File: src/rtl/flash_cmd_pkg.sv
package flash_cmd_pkg;

  localparam logic [7:0] CMD_WR_ENABLE  = 8'h06;
  localparam logic [7:0] CMD_WR_DISABLE = 8'h04;
  localparam logic [7:0] CMD_RD_STATUS  = 8'h05;
  localparam logic [7:0] CMD_WR_STATUS  = 8'h01;
  localparam logic [7:0] CMD_PROGRAM    = 8'h02;
  localparam logic [7:0] CMD_ERASE_SECT = 8'h20;
  localparam logic [7:0] CMD_ERASE_BLK  = 8'hD8;
  localparam logic [7:0] CMD_ERASE_ALLA = 8'h60;
  localparam logic [7:0] CMD_ERASE_ALLB = 8'hC7;
  localparam logic [7:0] CMD_SLEEP      = 8'hB9;
  localparam logic [7:0] CMD_WAKE       = 8'hAB;

  localparam logic [1:0] KIND_SECT = 2'd0;
  localparam logic [1:0] KIND_BLK  = 2'd1;
  localparam logic [1:0] KIND_CHIP = 2'd2;

  typedef enum logic [2:0] {
    BUSY_PROG, BUSY_SECT, BUSY_BLK, BUSY_CHIP, BUSY_WRSR
  } busyKindT;

  typedef struct packed {
    logic     setWel;
    logic     clrWel;
    logic     writeSr;
    logic     startBusy;
    busyKindT busyKind;
    logic     enterSleep;
    logic     exitSleep;
    logic     issueProg;
    logic     issueErase;
    logic [1:0] eraseKind;
  } ctrlStrobeT;

endpackage

File: src/rtl/flash_cmd_datapath.sv
module flash_cmd_datapath
  import flash_cmd_pkg::*;
#(
  parameter int ADDR_BYTES = 3,
  parameter int PROG_CYC   = 2000,
  parameter int SECT_CYC   = 5000,
  parameter int BLK_CYC    = 20000,
  parameter int CHIP_CYC   = 100000,
  parameter int WRSR_CYC   = 1000,
  localparam int ADDR_W    = 8 * ADDR_BYTES,
  localparam int BLK_W     = ADDR_W - 16,
  localparam int BC_W      = $clog2(ADDR_BYTES + 3)
) (
  input  logic              clk,
  input  logic              rstN,
  input  logic              csN,
  input  logic              sclk,
  input  logic              si,
  input  logic              wpN,
  input  ctrlStrobeT        strobe,
  output logic              frameEnd,
  output logic              frameAligned,
  output logic [BC_W-1:0]   frameBytes,
  output logic [7:0]        opcode,
  output logic [BLK_W-1:0]  blkIdx,
  output logic              wpS,
  output logic [7:0]        statusQ,
  output logic              sleepQ,
  output logic              so,
  output logic              soEn,
  output logic              progReq,
  output logic              eraseReq,
  output logic [1:0]        eraseKind,
  output logic [ADDR_W-1:0] reqAddr
);

  localparam int MAX_AB  = (PROG_CYC > SECT_CYC) ? PROG_CYC : SECT_CYC;
  localparam int MAX_CD  = (BLK_CYC > CHIP_CYC) ? BLK_CYC : CHIP_CYC;
  localparam int MAX_ABC = (MAX_AB > MAX_CD) ? MAX_AB : MAX_CD;
  localparam int MAX_CYC = (MAX_ABC > WRSR_CYC) ? MAX_ABC : WRSR_CYC;
  localparam int CNT_W   = $clog2(MAX_CYC + 1);
  localparam logic [BC_W-1:0] BYTE_SAT  = '1;
  localparam logic [BC_W-1:0] ADDR_LAST = BC_W'(ADDR_BYTES);
  localparam logic [BC_W-1:0] ONE_BYTE  = BC_W'(1);

  // two-stage synchronizers plus one edge-detect stage
  logic [1:0] csSync, sclkSync, siSync, wpSync;
  logic       csQ, sclkQ;
  logic       csLow, csFall, csRise, sclkRise, sclkFall;

  always_ff @(posedge clk or negedge rstN) begin
    if (!rstN) begin
      csSync   <= 2'b11;
      sclkSync <= 2'b00;
      siSync   <= 2'b00;
      wpSync   <= 2'b11;
      csQ      <= 1'b1;
      sclkQ    <= 1'b0;
    end else begin
      csSync   <= {csSync[0], csN};
      sclkSync <= {sclkSync[0], sclk};
      siSync   <= {siSync[0], si};
      wpSync   <= {wpSync[0], wpN};
      csQ      <= csSync[1];
      sclkQ    <= sclkSync[1];
    end
  end

  assign csLow    = ~csSync[1];
  assign csFall   = csQ & ~csSync[1];
  assign csRise   = ~csQ & csSync[1];
  assign sclkRise = csLow & ~sclkQ & sclkSync[1];
  assign sclkFall = csLow & sclkQ & ~sclkSync[1];
  assign wpS      = wpSync[1];
  assign frameEnd = csRise;

  // input shifter and frame fields
  logic [6:0]        shiftQ;
  logic [2:0]        bitIdx;
  logic [BC_W-1:0]   byteCnt;
  logic [7:0]        opcodeQ, srDataQ;
  logic [ADDR_W-1:0] addrQ;
  logic              rdMode;
  logic [7:0]        newByte;

  assign newByte = {shiftQ, siSync[1]};

  always_ff @(posedge clk or negedge rstN) begin
    if (!rstN) begin
      shiftQ  <= '0;
      bitIdx  <= '0;
      byteCnt <= '0;
      opcodeQ <= '0;
      srDataQ <= '0;
      addrQ   <= '0;
      rdMode  <= 1'b0;
    end else if (csFall) begin
      bitIdx  <= '0;
      byteCnt <= '0;
      rdMode  <= 1'b0;
    end else if (csRise) begin
      rdMode  <= 1'b0;
    end else if (sclkRise) begin
      shiftQ <= newByte[6:0];
      bitIdx <= bitIdx + 3'd1;
      if (bitIdx == 3'd7) begin
        if (byteCnt != BYTE_SAT) byteCnt <= byteCnt + ONE_BYTE;
        if (byteCnt == '0) begin
          opcodeQ <= newByte;
          rdMode  <= (newByte == CMD_RD_STATUS) && !sleepQ;
        end
        if (byteCnt == ONE_BYTE) srDataQ <= newByte;
        if (byteCnt != '0 && byteCnt <= ADDR_LAST)
          addrQ <= {addrQ[ADDR_W-9:0], newByte};
      end
    end
  end

  assign frameAligned = (bitIdx == 3'd0);
  assign frameBytes   = byteCnt;
  assign opcode       = opcodeQ;
  assign blkIdx       = addrQ[ADDR_W-1:16];

  // status register and busy timer
  logic             wipQ, welQ, srwdQ;
  logic [3:0]       bpQ;
  logic [CNT_W-1:0] busyCnt, busyLen;

  always_comb begin
    case (strobe.busyKind)
      BUSY_PROG: busyLen = CNT_W'(PROG_CYC);
      BUSY_SECT: busyLen = CNT_W'(SECT_CYC);
      BUSY_BLK:  busyLen = CNT_W'(BLK_CYC);
      BUSY_CHIP: busyLen = CNT_W'(CHIP_CYC);
      default:   busyLen = CNT_W'(WRSR_CYC);
    endcase
  end

  always_ff @(posedge clk or negedge rstN) begin
    if (!rstN) begin
      wipQ    <= 1'b0;
      welQ    <= 1'b0;
      srwdQ   <= 1'b0;
      bpQ     <= '0;
      busyCnt <= '0;
      sleepQ  <= 1'b0;
    end else begin
      if (strobe.setWel) welQ <= 1'b1;
      if (strobe.clrWel) welQ <= 1'b0;
      if (strobe.writeSr) begin
        srwdQ <= srDataQ[7];
        bpQ   <= srDataQ[5:2];
      end
      if (strobe.enterSleep) sleepQ <= 1'b1;
      if (strobe.exitSleep)  sleepQ <= 1'b0;
      if (strobe.startBusy) begin
        wipQ    <= 1'b1;
        busyCnt <= busyLen;
      end else if (wipQ) begin
        if (busyCnt <= CNT_W'(1)) begin
          wipQ    <= 1'b0;
          welQ    <= 1'b0;
          busyCnt <= '0;
        end else begin
          busyCnt <= busyCnt - CNT_W'(1);
        end
      end
    end
  end

  assign statusQ = {srwdQ, 1'b0, bpQ, welQ, wipQ};

  // request outputs
  always_ff @(posedge clk or negedge rstN) begin
    if (!rstN) begin
      progReq   <= 1'b0;
      eraseReq  <= 1'b0;
      eraseKind <= '0;
      reqAddr   <= '0;
    end else begin
      progReq  <= strobe.issueProg;
      eraseReq <= strobe.issueErase;
      if (strobe.issueProg || strobe.issueErase) begin
        eraseKind <= strobe.eraseKind;
        reqAddr   <= (strobe.issueErase && strobe.eraseKind == KIND_CHIP) ? '0 : addrQ;
      end
    end
  end

  // status streaming, one fresh sample per byte
  logic [7:0] snapQ;
  logic [2:0] outIdx;
  logic       soQ;

  always_ff @(posedge clk or negedge rstN) begin
    if (!rstN) begin
      snapQ  <= '0;
      outIdx <= 3'd7;
      soQ    <= 1'b0;
    end else if (csFall) begin
      outIdx <= 3'd7;
      soQ    <= 1'b0;
    end else if (sclkFall && rdMode) begin
      if (outIdx == 3'd7) begin
        snapQ <= statusQ;
        soQ   <= statusQ[7];
      end else begin
        soQ   <= snapQ[outIdx];
      end
      outIdx <= outIdx - 3'd1;
    end
  end

  assign so   = soQ;
  assign soEn = rdMode & csLow;

endmodule

File: src/rtl/flash_cmd_control.sv
module flash_cmd_control
  import flash_cmd_pkg::*;
#(
  parameter int ADDR_BYTES = 3,
  localparam int ADDR_W    = 8 * ADDR_BYTES,
  localparam int BLK_W     = ADDR_W - 16,
  localparam int BC_W      = $clog2(ADDR_BYTES + 3)
) (
  input  logic             frameEnd,
  input  logic             frameAligned,
  input  logic [BC_W-1:0]  frameBytes,
  input  logic [7:0]       opcode,
  input  logic [BLK_W-1:0] blkIdx,
  input  logic             wpS,
  input  logic             wip,
  input  logic             wel,
  input  logic             srwd,
  input  logic [3:0]       bp,
  input  logic             sleepQ,
  output ctrlStrobeT       strobe
);

  localparam logic [BC_W-1:0] LEN_ONE  = BC_W'(1);
  localparam logic [BC_W-1:0] LEN_TWO  = BC_W'(2);
  localparam logic [BC_W-1:0] LEN_ADDR = BC_W'(ADDR_BYTES + 1);
  localparam logic [BLK_W:0]  NUM_BLK  = {1'b1, {BLK_W{1'b0}}};

  // protected region: the top min(2^(L-1), all) blocks
  logic [BLK_W:0] protCnt;
  logic           protHit;

  always_comb begin
    if (bp == 4'd0)
      protCnt = '0;
    else if (int'(bp) - 1 >= BLK_W)
      protCnt = NUM_BLK;
    else
      protCnt = {{BLK_W{1'b0}}, 1'b1} << (bp - 4'd1);
  end

  assign protHit = ({1'b0, blkIdx} >= (NUM_BLK - protCnt));

  logic live;
  assign live = frameEnd && frameAligned && !wip && (frameBytes != '0);

  always_comb begin
    strobe = '0;
    strobe.busyKind = BUSY_PROG;
    if (live) begin
      if (sleepQ) begin
        if (opcode == CMD_WAKE) strobe.exitSleep = 1'b1;
      end else begin
        case (opcode)
          CMD_WR_ENABLE:  if (frameBytes == LEN_ONE) strobe.setWel = 1'b1;
          CMD_WR_DISABLE: if (frameBytes == LEN_ONE) strobe.clrWel = 1'b1;
          CMD_SLEEP:      if (frameBytes == LEN_ONE) strobe.enterSleep = 1'b1;
          CMD_WR_STATUS:
            if (frameBytes == LEN_TWO && wel && !(srwd && !wpS)) begin
              strobe.writeSr   = 1'b1;
              strobe.startBusy = 1'b1;
              strobe.busyKind  = BUSY_WRSR;
            end
          CMD_PROGRAM:
            if (frameBytes >= LEN_ADDR && wel && !protHit) begin
              strobe.issueProg = 1'b1;
              strobe.startBusy = 1'b1;
              strobe.busyKind  = BUSY_PROG;
            end
          CMD_ERASE_SECT:
            if (frameBytes == LEN_ADDR && wel && !protHit) begin
              strobe.issueErase = 1'b1;
              strobe.eraseKind  = KIND_SECT;
              strobe.startBusy  = 1'b1;
              strobe.busyKind   = BUSY_SECT;
            end
          CMD_ERASE_BLK:
            if (frameBytes == LEN_ADDR && wel && !protHit) begin
              strobe.issueErase = 1'b1;
              strobe.eraseKind  = KIND_BLK;
              strobe.startBusy  = 1'b1;
              strobe.busyKind   = BUSY_BLK;
            end
          CMD_ERASE_ALLA, CMD_ERASE_ALLB:
            if (frameBytes == LEN_ONE && wel && bp == 4'd0) begin
              strobe.issueErase = 1'b1;
              strobe.eraseKind  = KIND_CHIP;
              strobe.startBusy  = 1'b1;
              strobe.busyKind   = BUSY_CHIP;
            end
          default: ;
        endcase
      end
    end
  end

endmodule

File: src/rtl/flash_cmd_ctrl.sv
module flash_cmd_ctrl
  import flash_cmd_pkg::*;
#(
  parameter int ADDR_BYTES = 3,
  parameter int PROG_CYC   = 2000,
  parameter int SECT_CYC   = 5000,
  parameter int BLK_CYC    = 20000,
  parameter int CHIP_CYC   = 100000,
  parameter int WRSR_CYC   = 1000,
  localparam int ADDR_W    = 8 * ADDR_BYTES,
  localparam int BLK_W     = ADDR_W - 16,
  localparam int BC_W      = $clog2(ADDR_BYTES + 3)
) (
  input  logic              clk,
  input  logic              rstN,
  input  logic              csN,
  input  logic              sclk,
  input  logic              si,
  input  logic              wpN,
  output logic              so,
  output logic              soEn,
  output logic              progReq,
  output logic              eraseReq,
  output logic [1:0]        eraseKind,
  output logic [ADDR_W-1:0] reqAddr
);

  ctrlStrobeT       strobe;
  logic             frameEnd, frameAligned, wpS, sleepQ;
  logic [BC_W-1:0]  frameBytes;
  logic [7:0]       opcode, statusQ;
  logic [BLK_W-1:0] blkIdx;

  flash_cmd_datapath #(
    .ADDR_BYTES(ADDR_BYTES), .PROG_CYC(PROG_CYC), .SECT_CYC(SECT_CYC),
    .BLK_CYC(BLK_CYC), .CHIP_CYC(CHIP_CYC), .WRSR_CYC(WRSR_CYC)
  ) datapath_i (
    .clk(clk), .rstN(rstN), .csN(csN), .sclk(sclk), .si(si), .wpN(wpN),
    .strobe(strobe), .frameEnd(frameEnd), .frameAligned(frameAligned),
    .frameBytes(frameBytes), .opcode(opcode), .blkIdx(blkIdx), .wpS(wpS),
    .statusQ(statusQ), .sleepQ(sleepQ), .so(so), .soEn(soEn),
    .progReq(progReq), .eraseReq(eraseReq), .eraseKind(eraseKind),
    .reqAddr(reqAddr)
  );

  flash_cmd_control #(.ADDR_BYTES(ADDR_BYTES)) control_i (
    .frameEnd(frameEnd), .frameAligned(frameAligned), .frameBytes(frameBytes),
    .opcode(opcode), .blkIdx(blkIdx), .wpS(wpS), .wip(statusQ[0]),
    .wel(statusQ[1]), .srwd(statusQ[7]), .bp(statusQ[5:2]), .sleepQ(sleepQ),
    .strobe(strobe)
  );

endmodule

File: config.mk
export PLATFORM = sky130hd
export DESIGN_NAME = flash_cmd_ctrl
export DESIGN_NICKNAME = d
export VERILOG_FILES = /design/src/rtl/flash_cmd_pkg.sv /design/src/rtl/flash_cmd_datapath.sv /design/src/rtl/flash_cmd_control.sv /design/src/rtl/flash_cmd_ctrl.sv
export SDC_FILE = /design/constraint.sdc
export NUM_CORES = 1
export LEC_CHECK = 0
export BUFFER_PORTS_ARGS = -buffer_cell sky130_fd_sc_hd__buf_2
export CAP_MARGIN = 10
export CELL_PAD_IN_SITES_DETAIL_PLACEMENT = 1
export CELL_PAD_IN_SITES_GLOBAL_PLACEMENT = 2
export CORE_ASPECT_RATIO = 1.1
export CORE_MARGIN = 5
export CORE_UTILIZATION = 42
export CTS_BUF_LIST = sky130_fd_sc_hd__clkbuf_16
export CTS_CLUSTER_SIZE = 25
export DETAILED_ROUTE_END_ITERATION = 8
export HOLD_SLACK_MARGIN = 0.1
export MAX_ROUTING_LAYER = met4
export PLACE_DENSITY = 0.87
export SKIP_LAST_GASP = 1
export SYNTH_ARGS = -nofsm -noshare
export SYNTH_HDL_FRONTEND = slang
export SYNTH_SLANG_ARGS = --single-unit
File: constraint.sdc
create_clock -name clk -period 4.8 [get_ports clk]
set_input_delay 1.44 -clock clk [delete_from_list [all_inputs] [get_ports clk]]
set_output_delay 1.44 -clock clk [all_outputs]
set_load 0.1 [all_outputs]
# After elaboration in Yosys (flattened, before gate mapping)
# Index checks and enable logic that the tools add are counted.
# Widths: inputs -> output; s select.
# totals
reg_bits	128
in_bits	6
out_inout_bits	30
wordCells	179
# classes
n_addsub	7
n_lt_le_gt_ge	6
eq_ne	22
shift	1
mux	59
n_bitwise	13
reduce_logical	45
# op_table
cell	n
$pmux 17 s4	1
$mux 17	3
$mux 3	13
$eq 8x8->1 const B	4
$ge 32x5->1 const B	1
$mux 1	28
$eq 8x3->1 const B	3
$mux 24	1
$mux 4	5
$pmux 4 s5	1
$mux 9	2
$le 17x1->1 const B	1
$sub 17x1->17 const B	1
$logic_and 1x1->1	16
$reduce_and 5->1	3
$mux 13	1
$reduce_bool 2->1	6
$reduce_bool 3->1	4
$eq 3x2->1 const B	3
$eq 3x3->1 const B	3
$ge 8x9->1	1
$logic_not 3->1	3
$pmux 3 s3	1
$reduce_and 3->1	3
28 further kinds	45

# Longest topological paths before layout
# Gate-level depths: netlist of run 1.
# depth
depth_word	17
depth_mapped	16
ltp_nobuf	13

# Modules after synthesis
# A second synthesis of run 1 with hierarchy kept.
# hier_totals
cells_unflattened	605
area_unflattened_um2	6328.6
# modules_own_cells
module	n_inst	cells_per_inst	area_each_um2	seq_area_each_um2
flash_cmd_datapath	1	493	5594.1	3138.0
flash_cmd_control	1	112	734.5	0.0

# Worst setup path before layout of run 1
# No wires, ideal clock.
# synth_path
path_kind	register to register
startpoint	register datapath_i.bpQ[1]
endpoint	register datapath_i.reqAddr[10]
setup_time_ns	0.126
t_arrival_ns	3.552
required_time_ns	4.674
slack_ns	1.122
path_stages_with_launch	16
path_buffers	3
synth_period_minus_slack_ns	3.678
cell_sequence	dfrtp_1 buf_4 nand2b_1 or3_1 ha_1 or3_1 o21ai_0 ha_1 a211o_1 a31oi_1 o21ai_0 a21boi_0 a211o_1 buf_6 buf_12 mux2_4
# synth_via
elab_chain_len	15
word_cells_on_any_way	25
classes_between	add/sub: 3; order compare: 2; eq/ne: 1; shift: 1; mux: 11; reduce/logical: 7
# synth_rtl
item	line	rtl
start, declared	flash_cmd_datapath.sv:126	logic [3:0] bpQ;
start signal, assigned	flash_cmd_datapath.sv:152	bpQ <= srDataQ[5:2];
$sub 4x1->5 or $sub 4x1->4 (tied branches)	flash_cmd_control.sv:35, flash_cmd_control.sv:38	
$ge 32x5->1 or $shl 1x4->9 (tied branches)	flash_cmd_control.sv:35, flash_cmd_control.sv:38	
$mux 9	flash_cmd_control.sv:35	else if (int'(bp) - 1 >= BLK_W)
$mux 9	flash_cmd_control.sv:33	if (bp == 4'd0)
$sub 9x9->9	flash_cmd_control.sv:41	assign protHit = ({1'b0, blkIdx} >= (NUM_BLK - protCnt));
$ge 8x9->1	flash_cmd_control.sv:41	
$logic_not 1->1	flash_cmd_control.sv:64, flash_cmd_control.sv:70, flash_cmd_control.sv:77	
$logic_and 1x1->1	flash_cmd_control.sv:70, flash_cmd_control.sv:77	
$mux 3	flash_cmd_control.sv:77	if (frameBytes == LEN_ADDR && wel && !protHit) begin
$pmux 3 s3	flash_cmd_control.sv:53	case (opcode)
$mux 4 (*)	flash_cmd_control.sv:50	if (sleepQ) begin
$mux 13 (*)	flash_cmd_control.sv:49	if (live) begin
$eq 2x2->1	flash_cmd_datapath.sv:185	reqAddr <= (strobe.issueErase && strobe.eraseKind == KIND_CHIP) ? '0 : addrQ;
$logic_and 1x1->1	flash_cmd_datapath.sv:185	
$mux 24	flash_cmd_datapath.sv:185	
end signal, assigned	flash_cmd_datapath.sv:185	
end, declared	flash_cmd_datapath.sv:34	output logic [ADDR_W-1:0] reqAddr
# Mark *: on every way between the ends. The rest lies on a longest branch, timed or not.
# A chain may end at the register's enable or synchronous reset.

# Worst setup path after layout of run 1
# layout_path
startpoint	register datapath_i.bpQ[1]
endpoint	register datapath_i.reqAddr[2]
# Same word-level chain as after synthesis.

==> impl_metrics.py, run 1 <==
metrics = {
    "min_path": {
        "hold_path_startpoint": "datapath_i.sclkSync[0]",
        "hold_end": "datapath_i.sclkSync[1]",
        "holdCritPathClass": "reg2reg",
        "min_path_cells": 0,
    },
    "synth": {
        "synth_common_cells": "dfrtp_1, mux2_2, inv_1",
        "synth-edff-count": 0,
        "syn_inst": 556,
        "synth_flop_cell": "dfrtp_1",
        "synth_top_area_cell": "dfrtp_1",
        "yosysWarnings": 0,
        "synth.area.top_cells": "dfrtp_1, mux2_2, ha_1",
        "syn_nets": 587,
        "synth_area_per_cell_um2": 11.74,
        "ys_ff_latch": 125,
        "async_flop_share": 1.000,
        "synth.distinct_cells": 80,
        "ys_seq_area_frac": 0.4806,
        "synth.cell_area_um2": 6529,
        "synth.most_common_cell": "dfrtp_1",
        "synth_top_area_frac": 0.4484,
    },
    "cts": {
        "cts_setup_buffers": 0,
        "clkTransAtPathRegs_ns": 0.06,
        "clkLatencyLatePin_ns": 0.42,
        "cts_hold_buf": 0,
        "clock_path_buffers": 2,
        "clock_sink_count": 125,
        "cts_tree": "built",
        "htree_levels": 4,
        "cts_made_buffers": 17,
        "clockRootBuffer": "clkbuf_16",
        "cts.repair.resized": 0,
    },
    "placed_design": {
        "hpwl_mm": 10.88,
        "port_buffers": 35,
        "gp_congestion": 0.8111,
    },
    "timing": {
        "final_max_slew_viol_count": 0,
        "rsz0062_at_grt": "no",
        "slew_headroom": 0.5282,
        "fin_crit_sh": 0.8902,
        "clock_skew_ns": 0.008760,
        "setup_viol": 0,
        "tightest_slew_ns": 0.7013,
        "clock.fmax_ghz": 0.2340,
        "setup-tns-final_ns": 0,
        "hold_viol_final": 0,
        "min_period_ns": 4.273,
    },
    "floorplan": {
        "start_util": 0.4303,
        "coreArea_um2": 15170,
        "rows": 47,
        "die_area_um2": 18140,
        "die-width_um": 128.9,
        "io_pins": 36,
        "fp.dieH_um": 140.8,
    },
    "finish": {
        "fillers": 1597,
        "synthToLayoutAreaGrowth_pct": 13.51,
        "diodes": 0,
        "layout.nets": 624,
        "final_layout_size_suffix_gt1_frac": 0.2921,
    },
    "critical_path": {
        "path_cells": "nand2b_1, or3_1, ha_1, or3_1, o21ai_0, ha_1, a211o_1, a31oi_1, o21ai_0, a21boi_0, a211o_1, buf_4, mux2_2",
        "worstRegToRegCells": 13,
        "critPathLaunchType": "flip-flop",
        "slowest_stage": "dfrtp_1",
        "crit_fanout": 26,
        "slowest_delay_ns": 0.50,
        "reg2reg_to": "datapath_i.reqAddr[2]",
        "cp.arrival_ns": 4.58,
        "end_kind": "flip-flop",
        "r2r_start": "datapath_i.bpQ[1]",
        "cp_data_required_time_ns": 5.11,
        "critPathKind": "reg2reg",
        "reg2reg_slack_ns": 0.53,
    },
    "grt": {
        "antenna_found_initial": 0,
        "grt_pass1_wl_mm": 26.52,
        "grt_max_degree": 126,
        "grt_overflow_total": 0,
        "grt_usage": 0.1912,
        "grt_pass1_vias": 4981,
    },
    "drt": {
        "wl_met1_mm": 6.796,
        "drtPass1Iterations": 4,
        "vias": 4455,
        "routed_wl_mm": 15.66,
        "drcViolationCount": 0,
        "routed-wl-met3_um": 407,
        "routed.top_layer": "met4",
        "ant_nets": 0,
        "met2_length_mm": 8.200,
        "wl_per_cell_um": 19.53,
        "drt_iter0_markers": 174,
        "drt-vias-per-instance": 5.555,
    },
    "job": {
        "max_cap_viol_count": 0,
    },
    "power": {
        "leakagePower_nw": 3.655,
        "power_density_nw_per_um2": 344.2,
        "total_power_mw": 2.551,
        "ir_drop_uv": 257.2,
    },
    "status": {
        "outcome": "finished clean",
    },
}
[per-stage QoR]
| stage | area, um^2 | cells | utilization | hold slack, ns | setup WS [ns] |
|---|---|---|---|---|---|
| 6_report | 7411 | 802 | 0.4885 | 0.3519 | 0.5269 |
| 5_1_grt | 7411 | 802 | 0.4885 | 0.3528 | 0.2173 |
| 4_1_cts | 7411 | 802 | 0.4885 | 0.3515 | 0.5493 |
| 3_5_place_dp | 6839 | 770 | 0.4508 | 0.3387 | 0.6252 |
| 3_3_place_gp | 6839 | 770 | 0.4508 | 0.3327 | 0.8111 |
| 2_1_floorplan | 6529 | 556 | - | 0.3312 | 1.122 |
[sequential cells by signal, indices dropped and copies added (netlist names), 2 cells and up]
signal                 count
datapath_i.addrQ          24
datapath_i.reqAddr        24
datapath_i.busyCnt        17
datapath_i.opcode          8
datapath_i.shiftQ          7
datapath_i.snapQ           7
datapath_i.srDataQ         5
datapath_i.bpQ             4
datapath_i.bitIdx          3
datapath_i.frameBytes      3
datapath_i.outIdx          3
datapath_i.csSync          2
datapath_i.eraseKind       2
datapath_i.sclkSync        2
datapath_i.siSync          2
datapath_i.wpSync          2
[power breakdown]
group	total, mW	internal, mW	switching, mW
clock	1.26	0.761	0.494
sequential	1.15	1.10	0.0556
combinational	0.144	0.0603	0.0837
total	2.55	1.92	0.634
[logic make-up after synthesis]
group	Yosys count	share of synthesized area
simple gates	165	0.1591
flops	125	0.4806
compound gates	100	0.1033
mux	86	0.1596
buf+inv	49	0.04139
fa+ha+maj	25	0.04791
xor+xnor	6	0.008049
[worst max-delay path by stage]
stage / cells past startpoint / end / start / slack, ns
after floorplan: 15 / datapath_i.reqAddr[10] / datapath_i.bpQ[1] / 1.12
final: 13 / datapath_i.reqAddr[2] / datapath_i.bpQ[1] / 0.53
after CTS: 13 / datapath_i.reqAddr[2] / datapath_i.bpQ[1] / 0.55
after detailed placement: 13 / datapath_i.reqAddr[2] / datapath_i.bpQ[1] / 0.63
after global placement: 13 / datapath_i.reqAddr[3] / datapath_i.bpQ[1] / 0.81
after global routing: 13 / datapath_i.reqAddr[2] / datapath_i.bpQ[1] / 0.22
[area by class of cell]
class	count	area, um^2	share of cell area
Clock buffer	17	425.4	0.05740
Clock inverter	15	146.4	0.01975
Inverter	27	101.3	0.01368
Multi-Input combinational cell	382	3127	0.4219
Sequential cell	125	3138	0.4234
Tap cell	196	245.2	0.03309
Timing Repair Buffer	40	227.7	0.03073
[worst max-delay path: cells and delay by family (launching register included)]
kind                       cells  cell delay (ns)
DFF                            1             0.50
buffers and inverters          1             0.38
muxes                          1             0.39
AOI/OAI and AO/OA              6             1.38
and+or+nand+nor                3             0.91
adders and majority gates      2             0.56
[placed cells by master, fill, tap and decap left out, types with 12 or more instances in the layout]
cell,n
a21oi_1,20
buf_2,34
clkbuf_16,17
dfrtp_1,117
ha_1,25
inv_1,29
mux2_2,63
mux2_4,18
nand2_1,23
nor2_1,18
nor2b_1,22
nor3_1,12
o21ai_0,24
[routing by layer]
| metal | up-vias | track usage |
|---|---|---|
| met2 | 54 | 0.3201 |
| met1 | 2276 | 0.2279 |
| met4 | 0 | 0.06633 |
| met3 | 21 | 0.04086 |
| met5 | - | - |
| li1 | 2104 | - |
Power figures use the tool's default switching activity.
==> run 2: changes to the inputs <==
--- a/config.mk
+++ b/config.mk
@@ -11,13 +11,13 @@
 export CELL_PAD_IN_SITES_GLOBAL_PLACEMENT = 2
 export CORE_ASPECT_RATIO = 1.1
 export CORE_MARGIN = 5
-export CORE_UTILIZATION = 42
+export CORE_UTILIZATION = 30
 export CTS_BUF_LIST = sky130_fd_sc_hd__clkbuf_16
 export CTS_CLUSTER_SIZE = 25
 export DETAILED_ROUTE_END_ITERATION = 8
 export HOLD_SLACK_MARGIN = 0.1
 export MAX_ROUTING_LAYER = met4
-export PLACE_DENSITY = 0.87
+export PLACE_DENSITY = 0.67
 export SKIP_LAST_GASP = 1
 export SYNTH_ARGS = -nofsm -noshare
 export SYNTH_HDL_FRONTEND = slang
==> run 2 against run 1 <==
Core utilization fell by 13 points. Critical path type unchanged. Count of clock-buffer cells in the layout stayed put. Clock skew fell by 0.0012 ns. Clock power barely moved. Final cell count is 12% higher. Setup slack improved by 0.0064 ns. Fmax rose by 0.15%. Largest power group unchanged.
==> impl_metrics.py, run 2 (synthesized netlist as in run 1, its figures left out) <==
metrics = {
    "status": {
        "outcome": "finished clean",
    },
    "critical_path": {
        "critPathLaunchType": "flip-flop",
        "cp.arrival_ns": 4.58,
        "cp_data_required_time_ns": 5.11,
        "crit_fanout": 26,
        "critPathKind": "reg2reg",
        "end_kind": "flip-flop",
    },
    "grt": {
        "grtUsageMet1": 0.1781,
        "grt_pass1_vias": 4792,
        "grt_overflow_total": 0,
        "antenna_found_initial": 0,
        "met3_usage": 0.02717,
        "top_usage_layer": "met2",
        "grt_pass1_wl_mm": 26.61,
        "grt_max_degree": 68,
        "gr-usage-met2": 0.2284,
        "grt_usage": 0.1419,
    },
    "placed_design": {
        "placedCellCount": 866,
        "hpwl_mm": 11.46,
        "gp_congestion": 0.8205,
        "port_buffers": 35,
    },
    "timing": {
        "setup-tns-final_ns": 0,
        "clock_skew_ns": 0.007602,
        "hold-worst-slack_ns": 0.3480,
        "tightest_slew_ns": 0.7889,
        "rsz0062_at_grt": "no",
        "setup_viol": 0,
        "slew_headroom": 0.4740,
        "hold_viol_final": 0,
        "fin_crit_sh": 0.8889,
        "min_period_ns": 4.267,
        "final_max_slew_viol_count": 0,
        "clock.fmax_ghz": 0.2344,
    },
    "power": {
        "power_density_nw_per_um2": 341.1,
        "leakagePower_nw": 3.678,
        "ir_drop_uv": 245.0,
    },
    "drt": {
        "ant_nets": 0,
        "drt_iter0_markers": 128,
        "wl_per_cell_um": 17.72,
        "drtPass1Iterations": 4,
        "routed_wl_mm": 15.92,
        "drt-vias-per-instance": 4.996,
        "drcViolationCount": 0,
        "vias": 4486,
    },
    "cts": {
        "cts_hold_buf": 0,
        "clock_sink_count": 125,
        "htree_levels": 4,
        "cts.repair.resized": 0,
        "clockRootBuffer": "clkbuf_16",
        "clkLatencyLatePin_ns": 0.42,
        "clkTransAtPathRegs_ns": 0.06,
        "cts_setup_buffers": 0,
        "cts_tree": "built",
        "clock_path_buffers": 2,
        "cts_made_buffers": 17,
    },
    "finish": {
        "layout.nets": 626,
        "layout_commonest_cell": "dfrtp_1",
        "diodes": 0,
        "fillers": 2357,
        "final_cell_mix": "dfrtp_1, mux2_2, buf_2",
        "top_regs": "datapath_i.addrQ (24), datapath_i.reqAddr (24), datapath_i.busyCnt (17)",
        "synthToLayoutAreaGrowth_pct": 15.75,
        "final_layout_size_suffix_gt1_frac": 0.3010,
        "utilization": 0.3536,
        "final_cells": 898,
    },
    "floorplan": {
        "die-width_um": 150.7,
        "die_area_um2": 24820,
        "fp.dieH_um": 164.7,
        "start_util": 0.3055,
        "io_pins": 36,
        "coreArea_um2": 21370,
        "rows": 56,
    },
    "min_path": {
        "holdCritPathClass": "reg2reg",
    },
    "job": {
        "max_cap_viol_count": 0,
    },
}
==> run 2: changes by cell type in the layout (fill, tap and decap cells not counted), sizes merged <==
cell / delta
clkinvlp: -2
inv: -1
buf: +2
clkinv: +3
==> run 2: layer usage <==
layer	vias to the layer above	share of wire
met5	-	0
met4	0	0.019
met1	2291	0.46
met2	65	0.50
li1	2109	-
met3	21	0.023
==> run 2: worst max-delay path, stage by stage (launching register included) <==
cell      delay (ns)
dfrtp_1         0.50
nand2b_1        0.22
or3_1           0.37
ha_1            0.28
or3_1           0.37
o21ai_0         0.18
ha_1            0.29
a211o_1         0.27
a31oi_1         0.18
o21ai_0         0.17
a21boi_0        0.34
a211o_1         0.18
buf_4           0.38
mux2_2          0.39
==> run 2: worst paths after layout <==
| check | startpoint | depth (start not counted) | slack (ns) | endpoint |
|---|---|---|---|---|
| min | datapath_i.siSync[0] | 0 | 0.35 | datapath_i.siSync[1] |
| min reg2reg | datapath_i.siSync[0] | 0 | 0.35 | datapath_i.siSync[1] |
| min in group asynchronous | rstN | 1 | 1.10 | datapath_i.eraseKind[1] |
| max in group asynchronous | rstN | 2 | 2.82 | datapath_i.outIdx[2] |
| max reg2reg | datapath_i.bpQ[1] | 13 | 0.53 | datapath_i.reqAddr[1] |
| max | datapath_i.bpQ[1] | 13 | 0.53 | datapath_i.reqAddr[1] |
==> run 2: where the power goes <==
part | total (mW) | leakage (nW) | switching, mW | internal (mW)
sequential | 1.15 | 1.70 | 0.0540 | 1.10
clock | 1.28 | 0.292 | 0.512 | 0.771
combinational | 0.145 | 1.69 | 0.0851 | 0.0603
total | 2.58 | 3.68 | 0.651 | 1.93
==> run 2: layout make-up <==
cell class,instances,area [um^2],share of cell area
Clock inverter,15,160.2,0.02119
Inverter,27,101.3,0.01341
Timing Repair Buffer,42,242.7,0.03212
Clock buffer,17,425.4,0.05629
Sequential cell,125,3138,0.4152
Tap cell,290,362.8,0.04801
Multi-Input combinational cell,382,3127,0.4137
==> run 2: stage by stage <==
step / worst slack (ns) / cell area, um^2 / total power, mW
after CTS: 0.4875 / 7557 / 2.630
after global routing: 0.1528 / 7557 / 2.699
after floorplan: 1.122 / 6529 / 1.245
final: 0.5332 / 7557 / 2.578
after detailed placement: 0.5348 / 6972 / 1.320
after global placement: 0.7676 / 6972 / 1.309
